### src/rtl/dqring_pkg.sv
package dqring_pkg;
   typedef enum logic [1:0] {
      CONS_IDX_UC   = 2'd0,
      CONS_IDX_CW   = 2'd1,
      CONS_DISCRETE = 2'd2,
      CONS_NONE     = 2'd3
   } cons_mode_e;

   localparam int ACK_W        = 32;
   localparam int ACK_FORM_BIT = 8;
   localparam int ACK_PARK_BIT = 6;
   localparam int ACK_MASK_LSB = 16;
endpackage

### src/rtl/dqring_producer.sv
module dqring_producer #(
   parameter int IW = 4
) (
   input  logic                  clk,
   input  logic                  rst_n,
   input  logic                  push,
   output logic [IW-1:0]         pi,
   output logic                  vbit,
   output logic [(1<<IW)-1:0]    wr_onehot
);
   localparam int DEPTH = 1 << IW;
   localparam logic [IW-1:0] LAST = IW'(DEPTH - 1);

   always_ff @(posedge clk) begin
      if (!rst_n) begin
         pi   <= '0;
         vbit <= 1'b1;
      end else if (push) begin
         pi <= pi + 1'b1;
         if (pi == LAST) vbit <= ~vbit;
      end
   end

   for (genvar i = 0; i < DEPTH; i++) begin : g_wr
      assign wr_onehot[i] = push && (pi == IW'(i));
   end
endmodule

### src/rtl/dqring_ack_decode.sv
module dqring_ack_decode import dqring_pkg::*; #(
   parameter int IW = 4
) (
   input  logic                  en,
   input  logic [ACK_W-1:0]      word,
   input  logic [IW-1:0]         ci,
   input  logic [IW-1:0]         fill,
   output logic [(1<<IW)-1:0]    set_vec,
   output logic [(1<<IW)-1:0]    park_vec
);
   localparam int DEPTH = 1 << IW;

   logic          is_mask;
   logic          park_req;
   logic [IW-1:0] sel_idx;
   logic          unused_word_bits;

   assign is_mask          = word[ACK_FORM_BIT];
   assign park_req         = word[ACK_PARK_BIT];
   assign sel_idx          = word[IW-1:0];
   assign unused_word_bits = ^word;

   for (genvar i = 0; i < DEPTH; i++) begin : g_slot
      logic [IW-1:0] offs;
      logic          outstanding;
      logic          hit_one;
      logic          hit_mask;
      assign offs        = IW'(i) - ci;
      assign outstanding = offs < fill;
      assign hit_one     = !is_mask && (sel_idx == IW'(i));
      assign hit_mask    = is_mask && word[ACK_MASK_LSB + i];
      assign set_vec[i]  = en && outstanding && (hit_one || hit_mask);
      assign park_vec[i] = en && outstanding && hit_one && park_req;
   end
endmodule

### src/rtl/dqring_cons_track.sv
module dqring_cons_track import dqring_pkg::*; #(
   parameter int IW = 4
) (
   input  logic                  clk,
   input  logic                  rst_n,
   input  cons_mode_e            mode,
   input  logic                  ci_wr,
   input  logic [IW-1:0]         ci_wdata,
   input  logic                  ci_cwr,
   input  logic [IW-1:0]         ci_cwdata,
   input  logic [(1<<IW)-1:0]    set_vec,
   input  logic [(1<<IW)-1:0]    park_vec,
   input  logic [(1<<IW)-1:0]    wr_onehot,
   input  logic [IW-1:0]         fill,
   output logic [IW-1:0]         ci,
   output logic [(1<<IW)-1:0]    parked
);
   localparam int DEPTH = 1 << IW;

   logic [DEPTH-1:0] ret_q, ret_nx, ret_d, parked_d;
   logic [IW-1:0]    run, adv;
   logic             uc_ok, cw_ok;

   assign ret_nx = ret_q | set_vec;

   // length of the retired run starting at the consumer index
   always_comb begin
      logic stop;
      stop = 1'b0;
      run  = '0;
      for (int k = 0; k < DEPTH; k++) begin
         if (!stop && (IW'(k) < fill) && ret_nx[ci + IW'(k)]) run = run + 1'b1;
         else stop = 1'b1;
      end
   end

   assign uc_ok = (mode == CONS_IDX_UC) && ci_wr  && ((ci_wdata  - ci) <= fill);
   assign cw_ok = (mode == CONS_IDX_CW) && ci_cwr && ((ci_cwdata - ci) <= fill);

   always_comb begin
      adv = '0;
      if (mode == CONS_DISCRETE) adv = run;
      else if (uc_ok)            adv = ci_wdata - ci;
      else if (cw_ok)            adv = ci_cwdata - ci;
   end

   for (genvar i = 0; i < DEPTH; i++) begin : g_flag
      logic [IW-1:0] offs;
      assign offs        = IW'(i) - ci;
      assign ret_d[i]    = ret_nx[i] && !(offs < adv);
      assign parked_d[i] = (parked[i] && !wr_onehot[i]) || park_vec[i];
   end

   always_ff @(posedge clk) begin
      if (!rst_n) begin
         ci     <= '0;
         ret_q  <= '0;
         parked <= '0;
      end else begin
         ci     <= ci + adv;
         ret_q  <= ret_d;
         parked <= parked_d;
      end
   end
endmodule

### src/rtl/dq_ring_dca.sv
module dq_ring_dca import dqring_pkg::*; #(
   parameter int IW = 4,
   parameter int DW = 32
) (
   input  logic                  clk,
   input  logic                  rst_n,
   input  logic [1:0]            cfg_mode,
   input  logic [IW-1:0]         cfg_maxfill,
   input  logic                  in_valid,
   input  logic [DW-1:0]         in_data,
   output logic                  in_ready,
   output logic                  ring_we,
   output logic [IW-1:0]         ring_idx,
   output logic                  ring_vbit,
   output logic [DW-1:0]         ring_data,
   input  logic                  ci_wr,
   input  logic [IW-1:0]         ci_wdata,
   input  logic                  ci_cwr,
   input  logic [IW-1:0]         ci_cwdata,
   input  logic                  dca_wr,
   input  logic [ACK_W-1:0]      dca_wdata,
   output logic [IW-1:0]         prod_idx,
   output logic [IW-1:0]         cons_idx,
   output logic [IW-1:0]         fill_cnt,
   output logic [(1<<IW)-1:0]    parked
);
   localparam int DEPTH = 1 << IW;

   if (IW < 1 || IW > 4) begin : g_bad_iw
      $error("IW must lie in 1..4 so the mask field fits the acknowledgment word");
   end
   if (DW < 1) begin : g_bad_dw
      $error("DW must be positive");
   end

   cons_mode_e       mode;
   logic [IW-1:0]    pi, ci, fill;
   logic             vbit, push;
   logic [DEPTH-1:0] wr_onehot, set_vec, park_vec;

   assign mode     = cons_mode_e'(cfg_mode);
   assign fill     = pi - ci;
   assign in_ready = fill < cfg_maxfill;
   assign push     = in_valid && in_ready;

   dqring_producer #(.IW(IW)) u_prod (
      .clk(clk), .rst_n(rst_n), .push(push),
      .pi(pi), .vbit(vbit), .wr_onehot(wr_onehot)
   );

   dqring_ack_decode #(.IW(IW)) u_dec (
      .en(dca_wr && (mode == CONS_DISCRETE)), .word(dca_wdata),
      .ci(ci), .fill(fill), .set_vec(set_vec), .park_vec(park_vec)
   );

   dqring_cons_track #(.IW(IW)) u_cons (
      .clk(clk), .rst_n(rst_n), .mode(mode),
      .ci_wr(ci_wr), .ci_wdata(ci_wdata), .ci_cwr(ci_cwr), .ci_cwdata(ci_cwdata),
      .set_vec(set_vec), .park_vec(park_vec), .wr_onehot(wr_onehot),
      .fill(fill), .ci(ci), .parked(parked)
   );

   assign ring_we   = push;
   assign ring_idx  = pi;
   assign ring_vbit = vbit;
   assign ring_data = in_data;
   assign prod_idx  = pi;
   assign cons_idx  = ci;
   assign fill_cnt  = fill;
endmodule

### config.mk
export PLATFORM = sky130hd
export DESIGN_NAME = dq_ring_dca
export DESIGN_NICKNAME = d
export VERILOG_FILES = /design/src/rtl/dqring_pkg.sv /design/src/rtl/dqring_producer.sv /design/src/rtl/dqring_ack_decode.sv /design/src/rtl/dqring_cons_track.sv /design/src/rtl/dq_ring_dca.sv
export SDC_FILE = /design/constraint.sdc
export NUM_CORES = 1
export LEC_CHECK = 0
export BUFFER_PORTS_ARGS = -buffer_cell sky130_fd_sc_hd__buf_2
export CORE_UTILIZATION = 54
export CTS_BUF_LIST = sky130_fd_sc_hd__clkbuf_4 sky130_fd_sc_hd__clkbuf_8
export CTS_CLUSTER_DIAMETER = 100
export DETAILED_ROUTE_END_ITERATION = 12
export PLACE_DENSITY = 0.75
export SKIP_CTS_REPAIR_TIMING = 1
export SLEW_MARGIN = 15
export SYNTH_ARGS = -nofsm -noshare
export SYNTH_HDL_FRONTEND = slang
export SYNTH_HIERARCHICAL = 1
export SYNTH_SLANG_ARGS = --single-unit
### constraint.sdc
create_clock -name clk -period 32.5 [get_ports clk]
set_input_delay 8.125 -clock clk [delete_from_list [all_inputs] [get_ports clk]]
set_output_delay 8.125 -clock clk [all_outputs]
set_load 0.01 [all_outputs]
==> implementation parameters <==
Parameter                              Value

Timing
  Max Clk Rate ... 49.69 MHz
  Worst relative slew slack ... 21.05%
  Setup tns final ... 0 ns
  Unrepaired setup endpoints after global routing ... no
  Hold slack final ... 0.5273 ns
  Final hold violation count ... 0
  Final count of negative-setup-slack endpoints ... 0
  Worst Tran Pin Value ... 1.154 ns
  Setup skew after layout ... 0.009860 ns
  Fin worst setup slack ... 12.38 ns
  Post-layout minimum cycle time ... 20.12 ns
  Number of slew-limit violations in the final report ... 0
  Fin crit share ... 61.92%

Flow run
  Max-cap viol count ... 0

Cells and area
  Utilization after layout ... 57.69%
  Layout Nets ... 1154
  Post-route cell area ... 7976 um^2
  Area growth from synthesis to layout ... 4.269%
  Total inserted antenna cells ... 0
  Fraction of layout instances using a drive strength above 1 ... 18.58%
  Final cell count without fillers ... 1149

GRT
  Global-route wire length before repair ... 34480 um
  Via count of the first global-routing pass ... 6582
  Overall track demand over capacity in global routing ... 30.03%
  Remaining Overflow, GRT ... 0
  Pin count of the biggest net entering global routing ... 64
  Initial antenna violation count ... 0

Synth
  Async S/R FF share, synth ... 0%
  Netlist area before placement ... 7650 um^2
  Dominant synthesized flop cell ... sky130_fd_sc_hd__dfxtp_1
  Synthesized net count ... 1131
  Synthesized instance count ... 945
  Synth Register Bits ... 41
  Share of the yosys chip area belonging to registers ... 10.73%
  Yosys Warn Count ... 6
  Post-Syn Area per Cell ... 8.095 um^2
  Synth unique cells ... 101
  Number of enable-type register cells in the synthesized netlist ... 0

Detailed routing
  Wire length on met2 ... 9150 um
  WL/cell ... 18.76 um
  Number of DRC violations after detailed-routing iteration 0 ... 775
  DRT antenna net count ... 0
  Aggregate routed wire length ... 21550 um
  Top routing layer used ... met4
  Via count ... 7226
  Sum of met3 wire segment lengths after detailed routing ... 1772 um
  Met1 Routed Length ... 9944 um
  Number of vias per cell after detailed routing ... 6.289
  DRC errors left ... 0
  Number of detailed-route iterations in the first pass ... 5

CTS
  CTS H-tree lvls ... 2
  Maximum buffer depth of the clock tree ... 2
  Number of clock sinks ... 41
  Cell at the root of the clock tree ... sky130_fd_sc_hd__clkbuf_8
  TritonCTS buffer count ... 5
  TritonCTS clock tree ... built
  Source-to-sink clock delay at the later pin of the worst-skew pair ... 0.31 ns
  Clock slew at the register clock pins of the worst setup and hold paths ... 0.08 ns

Place
  Placer congestion estimate ... 0.9641
  Number of input and output port buffers inserted ... 76
  Hpwl dp ... 16880 um
  Total cell area at the placement stage ... 7879 um^2
  Setup slack at placement ... 12.30 ns
  Cell Count Post-Placement ... 1141

Power
  Sequential cell fraction of total power ... 6.5%
  Internal power ... 0.3918 mW
  Highest ir drop seen on vdd ... 0.06802 mV
  Switching part of the total ... 59.07%
  Total chip power ... 0.9572 mW
  Total power per unit cell area ... 120.0 nW/um^2
  Reported net switching power ... 0.5654 mW
  Part of the total power dissipated in the clock network ... 3.9%
  Leakage power of the design ... 3.468 nW
  Relative contribution of combinational cells to total power ... 89.6%

Setup path
  Most frequent cell on the critical path ... sky130_fd_sc_hd__ha_1
  Critical path required time ... 32.67 ns
  Cell with the largest stage delay on the worst path ... sky130_fd_sc_hd__a211oi_1
  Element type at the critical path end ... register
  Kind of launch point of the worst setup path ... primary input
  Critical path arrival ... 20.30 ns
  Critical path class ... in -> reg
  Highest cell delay on the worst timing path ... 0.58 ns
  Critical path peak fanout ... 12

Floorplanning
  Vertical die dimension ... 121.0 um
  I/O pin count ... 151
  Core Footprint ... 13830 um^2
  Starting Density ... 55.33%
  Floorplan die width ... 121.0 um
  Rows ... 43
  Area enclosed by the die boundary ... 14650 um^2

Worst hold path
  Worst min path class ... reg -> reg

Outcome
  Status ... completed
kinds of logic (layout without fill, tap and decap cells):
| kind of cell | count (synthesis) | count (layout) | share of synthesized area, % |
|---|---|---|---|
| xor gates and xnor gates | 55 | 55 | 7.213 |
| DFF | 41 | 41 | 10.73 |
| AOI/OAI and AO/OA | 230 | 230 | 22.54 |
| and+or+nand+nor | 330 | 330 | 25.66 |
| buffers and inverters | 153 | 177 | 10.11 |
| muxes | 34 | 34 | 6.575 |
| adders and majority gates | 102 | 102 | 17.17 |
layer usage:
layer / global-route usage [%] / up-vias
met3: 3.665 / 56
met2: 45.18 / 306
met4: 10.11 / 0
met5: 0 / -
li1: - / 3465
met1: 43.87 / 3399
power by group through the flow:
stage	registers (mW)	logic (mW)	clock network, mW
3_3_place_gp	0.0631	0.812	0
2_1_floorplan	0.0695	0.627	0
4_1_cts	0.0620	0.837	0.0383
6_report	0.0621	0.857	0.0377
5_1_grt	0.0628	0.948	0.0405
3_5_place_dp	0.0631	0.830	0
area by class of cell:
class	count	area [um^2]
multi-input cells	751	6056
clock inverters	3	28.78
clock buffers	5	68.82
flip-flops and latches	41	823.3
repair buffers	88	470.5
inverters	81	304.0
fillers	1293	5851
well taps	180	225.2
cells in the mapped netlist (4+ instances only):
library cell	number	share of area [%]
sky130_fd_sc_hd__buf_1	4	0.20
sky130_fd_sc_hd__a2111oi_0	18	2.1
sky130_fd_sc_hd__nand2b_1	30	2.5
sky130_fd_sc_hd__ha_1	97	16
sky130_fd_sc_hd__buf_2	9	0.59
sky130_fd_sc_hd__a221oi_1	7	0.80
sky130_fd_sc_hd__nor3_2	4	0.52
sky130_fd_sc_hd__o211ai_1	6	0.59
sky130_fd_sc_hd__a2111oi_2	6	1.2
sky130_fd_sc_hd__a21boi_0	10	0.98
sky130_fd_sc_hd__nor3b_1	5	0.49
sky130_fd_sc_hd__nand2_1	41	2.0
sky130_fd_sc_hd__inv_2	4	0.20
sky130_fd_sc_hd__buf_4	40	3.9
sky130_fd_sc_hd__a21o_1	17	1.7
sky130_fd_sc_hd__mux2_2	6	0.88
sky130_fd_sc_hd__nor2b_1	27	2.2
sky130_fd_sc_hd__buf_6	5	0.74
sky130_fd_sc_hd__fa_1	5	1.3
sky130_fd_sc_hd__xnor2_1	28	3.2
sky130_fd_sc_hd__xor2_1	21	2.4
sky130_fd_sc_hd__nor4_1	23	1.9
sky130_fd_sc_hd__nand3_1	13	0.85
sky130_fd_sc_hd__a21oi_1	53	3.5
sky130_fd_sc_hd__a211oi_1	14	1.4
sky130_fd_sc_hd__o21bai_1	4	0.39
sky130_fd_sc_hd__and3_1	6	0.49
sky130_fd_sc_hd__o21a_1	16	1.6
sky130_fd_sc_hd__or2_2	12	0.98
sky130_fd_sc_hd__nor4b_1	11	1.3
sky130_fd_sc_hd__nor3_1	32	2.1
sky130_fd_sc_hd__mux2i_1	15	2.0
sky130_fd_sc_hd__or3_1	8	0.65
sky130_fd_sc_hd__dfxtp_1	41	11
sky130_fd_sc_hd__inv_1	77	3.8
sky130_fd_sc_hd__o21ai_0	18	1.2
sky130_fd_sc_hd__clkbuf_1	14	0.69
sky130_fd_sc_hd__nor2_1	60	2.9
sky130_fd_sc_hd__nor4bb_1	4	0.52
sky130_fd_sc_hd__mux4_2	12	3.5
sky130_fd_sc_hd__a31oi_1	7	0.57
sky130_fd_sc_hd__and2_1	20	1.6
path summary, 6_finish.rpt:
check	from	endpoint	slack, ns	depth (start not counted)
worst max-delay path	dca_wdata[0]	u_cons/ret_q[15]$_SDFF_PN0_	12.38	56
worst min-delay path	u_prod/vbit$_SDFFE_PN1P_	u_prod/vbit$_SDFFE_PN1P_	0.53	2
worst max register to register	u_prod/pi[0]$_SDFFE_PN0P_	u_cons/ret_q[15]$_SDFF_PN0_	18.31	60
worst min register to register	u_prod/vbit$_SDFFE_PN1P_	u_prod/vbit$_SDFFE_PN1P_	0.53	2
worst max-delay path: cells and delay by family:
family,cells,cell delay [ns]
compound gates,20,4.16
buf+inv,6,0.70
simple gates,8,1.84
fa+ha+maj,12,3.81
xor+xnor,3,0.52
mux,7,1.13
flip-flops by register name (all words and copies together) (netlist names):
signal / flops
u_cons/parked: 16
u_prod/vbit: 1
u_cons/ret_q: 16
u_prod/pi: 4
u_cons/ci: 4
cell usage in the layout, fill, tap and decap left out, types with 4 or more instances in the layout:
master,instances
sky130_fd_sc_hd__a2111oi_0,18
sky130_fd_sc_hd__a2111oi_2,6
sky130_fd_sc_hd__a211oi_1,14
sky130_fd_sc_hd__a21boi_0,10
sky130_fd_sc_hd__a21o_1,17
sky130_fd_sc_hd__a21oi_1,53
sky130_fd_sc_hd__a221oi_1,7
sky130_fd_sc_hd__a31oi_1,7
sky130_fd_sc_hd__and2_1,20
sky130_fd_sc_hd__and3_1,6
sky130_fd_sc_hd__buf_2,76
sky130_fd_sc_hd__buf_4,12
sky130_fd_sc_hd__clkbuf_8,5
sky130_fd_sc_hd__dfxtp_1,39
sky130_fd_sc_hd__fa_1,5
sky130_fd_sc_hd__ha_1,97
sky130_fd_sc_hd__inv_1,77
sky130_fd_sc_hd__inv_2,4
sky130_fd_sc_hd__mux2_2,6
sky130_fd_sc_hd__mux2i_1,15
sky130_fd_sc_hd__mux4_2,12
sky130_fd_sc_hd__nand2_1,41
sky130_fd_sc_hd__nand2b_1,30
sky130_fd_sc_hd__nand3_1,13
sky130_fd_sc_hd__nor2_1,60
sky130_fd_sc_hd__nor2b_1,27
sky130_fd_sc_hd__nor3_1,32
sky130_fd_sc_hd__nor3_2,4
sky130_fd_sc_hd__nor3b_1,5
sky130_fd_sc_hd__nor4_1,23
sky130_fd_sc_hd__nor4b_1,11
sky130_fd_sc_hd__nor4bb_1,4
sky130_fd_sc_hd__o211ai_1,6
sky130_fd_sc_hd__o21a_1,16
sky130_fd_sc_hd__o21ai_0,18
sky130_fd_sc_hd__o21bai_1,4
sky130_fd_sc_hd__or2_2,12
sky130_fd_sc_hd__or3_1,8
sky130_fd_sc_hd__xnor2_1,28
sky130_fd_sc_hd__xor2_1,21
(Power assumes the default switching activity.)
